==> src/rtl/wdk_pkg.sv <==
package wdk_pkg;

    localparam logic [7:0]  OFS_CTRL   = 8'h48;
    localparam logic [7:0]  OFS_STAT   = 8'h34;
    localparam int          BUSY_BIT   = 4;

    localparam logic [15:0] KEY_STOP_A = 16'hAAAA;
    localparam logic [15:0] KEY_STOP_B = 16'h5555;
    localparam logic [15:0] KEY_RUN_A  = 16'hBBBB;
    localparam logic [15:0] KEY_RUN_B  = 16'h4444;

    typedef enum logic [1:0] {
        KS_IDLE = 2'd0,
        KS_STOP = 2'd1,
        KS_RUN  = 2'd2
    } key_state_e;

    typedef struct packed {
        logic stop;
        logic start;
    } key_cmd_t;

    function automatic logic key_is(input logic [31:0] v, input logic [15:0] k);
        return v == {16'h0000, k};
    endfunction

endpackage

==> src/rtl/wdk_regs.sv <==
module wdk_regs
    import wdk_pkg::*;
#(
    parameter int AW       = 8,
    parameter int DW       = 32,
    parameter int PEND_CYC = 4
) (
    input  logic          clk,
    input  logic          rst,
    input  logic [AW-1:0] bus_addr,
    input  logic          bus_wr,
    input  logic [DW-1:0] bus_wdata,
    output logic [DW-1:0] bus_rdata,
    output logic          apply,
    output logic [DW-1:0] ctrl_val
);
    localparam int PW = $clog2(PEND_CYC + 1);
    localparam logic [PW-1:0] PEND_LOAD = PW'(PEND_CYC);

    logic [PW-1:0] pend_cnt;
    logic          pending;
    logic          accept;

    assign pending = (pend_cnt != '0);
    assign accept  = bus_wr && (bus_addr == AW'(OFS_CTRL)) && !pending;
    assign apply   = (pend_cnt == PW'(1));

    always_ff @(posedge clk) begin
        if (rst) begin
            pend_cnt <= '0;
            ctrl_val <= '0;
        end else if (pending) begin
            pend_cnt <= pend_cnt - PW'(1);
        end else if (accept) begin
            pend_cnt <= PEND_LOAD;
            ctrl_val <= bus_wdata;
        end
    end

    always_comb begin
        bus_rdata = '0;
        if (bus_addr == AW'(OFS_CTRL))
            bus_rdata = ctrl_val;
        else if (bus_addr == AW'(OFS_STAT))
            bus_rdata[BUSY_BIT] = pending;
    end

    // the edge that applies a write also ends its pending window
    p_apply_clears_r6: assert property (@(posedge clk) disable iff (rst)
        apply |=> !pending);

    // a write arriving while busy leaves the stored value alone
    p_busy_write_dropped_r4: assert property (@(posedge clk) disable iff (rst)
        (bus_wr && pending) |=> $stable(ctrl_val));

    // an accepted write opens a pending window
    p_accept_pends_r3: assert property (@(posedge clk) disable iff (rst)
        accept |=> pending);

endmodule

==> src/rtl/wdk_keyseq.sv <==
module wdk_keyseq
    import wdk_pkg::*;
#(
    parameter int DW = 32
) (
    input  logic          clk,
    input  logic          rst,
    input  logic          apply,
    input  logic [DW-1:0] val,
    output key_cmd_t      cmd
);
    key_state_e state, state_nx;
    logic [31:0] v32;

    assign v32 = 32'(val);

    always_comb begin
        state_nx  = state;
        cmd.stop  = 1'b0;
        cmd.start = 1'b0;
        if (apply) begin
            unique case (state)
                KS_IDLE: begin
                    if (key_is(v32, KEY_STOP_A))     state_nx = KS_STOP;
                    else if (key_is(v32, KEY_RUN_A)) state_nx = KS_RUN;
                    else                             state_nx = KS_IDLE;
                end
                KS_STOP: begin
                    cmd.stop = key_is(v32, KEY_STOP_B);
                    state_nx = KS_IDLE;
                end
                KS_RUN: begin
                    cmd.start = key_is(v32, KEY_RUN_B);
                    state_nx  = KS_IDLE;
                end
                default: state_nx = KS_IDLE;
            endcase
        end
    end

    always_ff @(posedge clk) begin
        if (rst) state <= KS_IDLE;
        else     state <= state_nx;
    end

    // commands only come out on an applying edge, never both at once
    p_cmd_exclusive_r7: assert property (@(posedge clk) disable iff (rst)
        $onehot0({cmd.stop, cmd.start}) && ((cmd.stop || cmd.start) -> apply));

    // after any applied second word the decoder is back to idle
    p_second_word_idles_r7: assert property (@(posedge clk) disable iff (rst)
        (apply && state != KS_IDLE) |=> state == KS_IDLE);

endmodule

==> src/rtl/wdk_counter.sv <==
module wdk_counter
    import wdk_pkg::*;
#(
    parameter int TIMEOUT = 64
) (
    input  logic     clk,
    input  logic     rst,
    input  key_cmd_t cmd,
    output logic     rst_req
);
    localparam int CW = (TIMEOUT > 2) ? $clog2(TIMEOUT) : 1;
    localparam logic [CW-1:0] RELOAD = CW'(TIMEOUT - 1);

    logic [CW-1:0] cnt;
    logic          run;

    always_ff @(posedge clk) begin
        if (rst) begin
            cnt     <= RELOAD;
            run     <= 1'b1;
            rst_req <= 1'b0;
        end else begin
            rst_req <= 1'b0;
            if (cmd.start && !run) begin
                run <= 1'b1;
                cnt <= RELOAD;
            end else if (cmd.stop) begin
                run <= 1'b0;
            end else if (run) begin
                if (cnt == '0) begin
                    rst_req <= 1'b1;
                    cnt     <= RELOAD;
                end else begin
                    cnt <= cnt - CW'(1);
                end
            end
        end
    end

    // the request is a single-cycle pulse
    p_single_pulse_r2: assert property (@(posedge clk) disable iff (rst)
        rst_req |=> !rst_req);

    // a stopped watchdog raises no request
    p_quiet_when_stopped_r5: assert property (@(posedge clk) disable iff (rst)
        !run |=> !rst_req);

    // a restart leaves the counter at its full value
    p_restart_full_r8: assert property (@(posedge clk) disable iff (rst)
        (cmd.start && !run) |=> (run && cnt == RELOAD));

endmodule

==> src/rtl/wdog_keyed.sv <==
module wdog_keyed
    import wdk_pkg::*;
#(
    parameter int TIMEOUT  = 64,
    parameter int PEND_CYC = 4,
    parameter int AW       = 8,
    parameter int DW       = 32
) (
    input  logic          clk,
    input  logic          rst,
    input  logic [AW-1:0] bus_addr,
    input  logic          bus_wr,
    input  logic [DW-1:0] bus_wdata,
    output logic [DW-1:0] bus_rdata,
    output logic          rst_req
);
    logic          apply;
    logic [DW-1:0] ctrl_val;
    key_cmd_t      cmd;

    wdk_regs #(.AW(AW), .DW(DW), .PEND_CYC(PEND_CYC)) u_regs (
        .clk       (clk),
        .rst       (rst),
        .bus_addr  (bus_addr),
        .bus_wr    (bus_wr),
        .bus_wdata (bus_wdata),
        .bus_rdata (bus_rdata),
        .apply     (apply),
        .ctrl_val  (ctrl_val)
    );

    wdk_keyseq #(.DW(DW)) u_keyseq (
        .clk   (clk),
        .rst   (rst),
        .apply (apply),
        .val   (ctrl_val),
        .cmd   (cmd)
    );

    wdk_counter #(.TIMEOUT(TIMEOUT)) u_counter (
        .clk     (clk),
        .rst     (rst),
        .cmd     (cmd),
        .rst_req (rst_req)
    );

endmodule

==> config.mk <==
export PLATFORM = sky130hd
export DESIGN_NAME = wdog_keyed
export DESIGN_NICKNAME = d
export VERILOG_FILES = /design/src/rtl/wdk_pkg.sv /design/src/rtl/wdk_regs.sv /design/src/rtl/wdk_keyseq.sv /design/src/rtl/wdk_counter.sv /design/src/rtl/wdog_keyed.sv
export SDC_FILE = /design/constraint.sdc
export NUM_CORES = 1
export LEC_CHECK = 0
export BUFFER_PORTS_ARGS = -buffer_cell sky130_fd_sc_hd__buf_2
export CORE_AREA = 2 2 89 91
export DETAILED_ROUTE_END_ITERATION = 10
export DIE_AREA = 0 0 91 93
export GPL_ROUTABILITY_DRIVEN = 0
export PLACE_DENSITY = 0.5
export SKIP_CTS_REPAIR_TIMING = 1
export SYNTH_ARGS = -nofsm -noshare
export SYNTH_HDL_FRONTEND = slang
export SYNTH_SLANG_ARGS = --single-unit
==> constraint.sdc <==
create_clock -name clk -period 1.61 [get_ports clk]
set_clock_uncertainty 0.2 [all_clocks]
set_input_delay 0.322 -clock clk [delete_from_list [all_inputs] [get_ports clk]]
set_output_delay 0.322 -clock clk [all_outputs]
set_load 0.02 [all_outputs]
==> metrics.yaml <==
crit_path_max_incr_delay_ns: 0.39
drive_above_1_share: 0.500
synth_top_cell_area_share: 0.412
required_ns: 1.09
postSynthNetCount: 324
p_comb_frac: 0.181
die_w_um: 91
portBuffers: 75
power.density_mw_per_mm2: 727
final_core_util: 0.465
io_pins: 76
slowest_stage: "or3_4"
die-area_sq_mm: 0.00846
fin_crit_ns: 2.00
slew_violations: 0
violations: "setup timing"
ant_nets: 0
synth_edf_count: 0
timing.final.crit_share: 1.24
rsz0062_at_grt: "true"
syn_to_final_growth_pct: 60.0
yosysUniqueCellTypes: 42
worstSetupStartpointType: "input port"
synth-seq-cells: 45
synth_top_cell_by_area: "dfxtp_1"
leakagePower_uw: 0.00148
setup_viol: 75
yosysSeqAreaShare: 0.412
vias_per_cell: 4.58
drtIter0Drc: 61
p_int_uw: 1920
critical_path_arrival_ns: 1.48
ff2ff_path_depth: 7
synthAdderAreaFrac: 0.0172
endpoint_kind: "primary output"
synth_cells: 278
synth_top_family_by_area: "simple AND/OR/NAND/NOR gates"
synth.avg_cell_area_sq_um: 7.86
cts_buffers: 5
crit_type: "in2out"
clk-insertion-delay-late_ns: 0.30
vdd_drop_max_uv: 381
fin_tns_setup_ns: -16.57
fp.coreArea_sq_mm: 0.00753
clk_root_buffer_cell: "clkbuf_8"
wl_per_cell_um: 12.5
yosysWarnings: 0
netlist_top_cells_area: "dfxtp_1 41%, nand2_1 12%, and2_1 8.6%"
clock-sinks: 45
fmax_ghz: 0.500
slew_headroom: 0.789
dr.pass1.iters: 4
synth.area.mux_share: 0
grt-ovfl-total: 0
nNetsFinal: 449
grt_pass1_vias: 2254
maxCapViolCount: 0
wirelength_um: 6340
synth_ff_type: "dfxtp_1"
path_clk_slew_ns: 0.09
initial_utilization: 0.290
cts_max_level: 2
clockBufferDepth: 2
fp.dieH_um: 93
cts_tree: "done"
grt_max_degree: 36
rows: 32
n_antenna_cell: 0
p_sw_uw: 619
clkPwrFrac: 0.351
crit_fanout: 35
worstMarginPinSlew_ns: 0.315
nFillCells: 786
dp.final_hpwl_um: 4570
synth_compound_area_frac: 0.152
num_vias: 2318
synth_area_sq_mm: 0.00219
crit_chain: "buf_2 -> or3_4 -> nor3_4 -> buf_12 -> and2_2 -> buf_4"
drc: 0
synthSimpleGateAreaFrac: 0.366
final_cell_mix: "79 x buf_4, 70 x nand2_1, 43 x buf_2"
layout_setup_ws_ns: -0.388
outcome: "finished, violations left"
antenna_found_initial: 0
layout_commonest_cell: "buf_4"
min_path_type: "in2reg"
pwr-share-seq: 0.468
grt_pass1_wl_um: 10200
swShare: 0.244
finalHoldViolations: 0
ys_async_sr_fraction: 0
min_path_cells: 3
synth_xor_xnor_area_share: 0
track_usage: 0.147
## cells by family (layout without fill, tap and decap cells)
| kind of cell | count (synthesis) | after routing |
|---|---|---|
| buffers and inverters | 22 | 148 |
| DFF | 45 | 45 |
| and+or+nand+nor | 152 | 152 |
| adders and majority gates | 3 | 3 |
| AOI/OAI and AO/OA | 56 | 56 |
## worst paths after layout
path	endpoint	startpoint	slack, ns
setup / recovery	bus_rdata[31]	bus_addr[1]	-0.39
hold / removal	u_regs.ctrl_val[22]	bus_wdata[22]	0.05
setup reg to reg	u_counter.cnt[0]	u_regs.ctrl_val[22]	-0.21
hold reg to reg	u_regs.ctrl_val[22]	u_regs.ctrl_val[22]	0.29
## power groups by stage
stage                     Sequential, uW  Combinational, uW  Clock (uW)
final                               1190                460         892
after global routing                1200                517         964
after CTS                           1180                420         928
after detailed placement            1210                417           0
after global placement              1210                418           0
after floorplan                     1210                215           0
## worst max-delay path: cells and delay by family
kind / cells / cell delay (ns)
buffers and inverters: 3 / 0.43
and+or+nand+nor: 3 / 0.72
## area by class of cell
| cell class | count | area (sq um) | area share |
|---|---|---|---|
| timing repair buffer | 132 | 930 | 0.266 |
| inverter | 8 | 30.0 | 0.00859 |
| sequential | 45 | 911 | 0.260 |
| tap | 102 | 128 | 0.0365 |
| multi-input combinational | 211 | 1380 | 0.395 |
| clock buffer | 7 | 86.3 | 0.0247 |
| clock inverter | 1 | 30.0 | 0.00859 |
## cells in the mapped netlist, types with 2 or more instances
library cell,number
o31ai_1,2
a31oi_1,4
o311ai_1,2
nand3_1,3
nor2b_1,4
o21ai_0,3
nor4_1,6
nor2_1,10
inv_1,8
a22oi_1,3
and2_1,30
ha_1,3
nor3b_1,2
nor4b_1,2
and3_1,2
nand4_1,4
nor4bb_1,4
dfxtp_1,45
nand2_1,70
clkbuf_1,7
a21oi_1,36
or3_1,2
buf_6,3
nor3_1,4
a211oi_1,2
## metrics by stage
step                      hold slack [ns]  instances  setup slack (ns)  power [uW]  area [sq um]
after detailed placement            0.272        496            -0.470        1620          3130
after CTS                          0.0402        504            -0.430        2530          3240
after global routing               0.0493        506            -0.455        2680          3500
after floorplan                     0.244        278            -0.225        1420          2290
final                              0.0452        506            -0.388        2540          3500
after global placement              0.261        496            -0.429        1630          3130
## flip-flops by register name, indices dropped and copies added, names as in the netlist
name	cells
u_counter.cnt	6
u_counter.rst_req	1
u_regs.ctrl_val	32
u_counter.run	1
u_regs.pend_cnt	3
u_keyseq.state	2
## layer usage
layer,vias to the layer above,share of wire,GRT usage,wire length [um]
met3,11,0.059,0.0379,375
met5,-,0,0,0
met4,0,0.019,0.0505,121
met2,69,0.46,0.242,2900
met1,1037,0.46,0.189,2940
li1,1201,-,-,-
(Power assumes the default switching activity.)
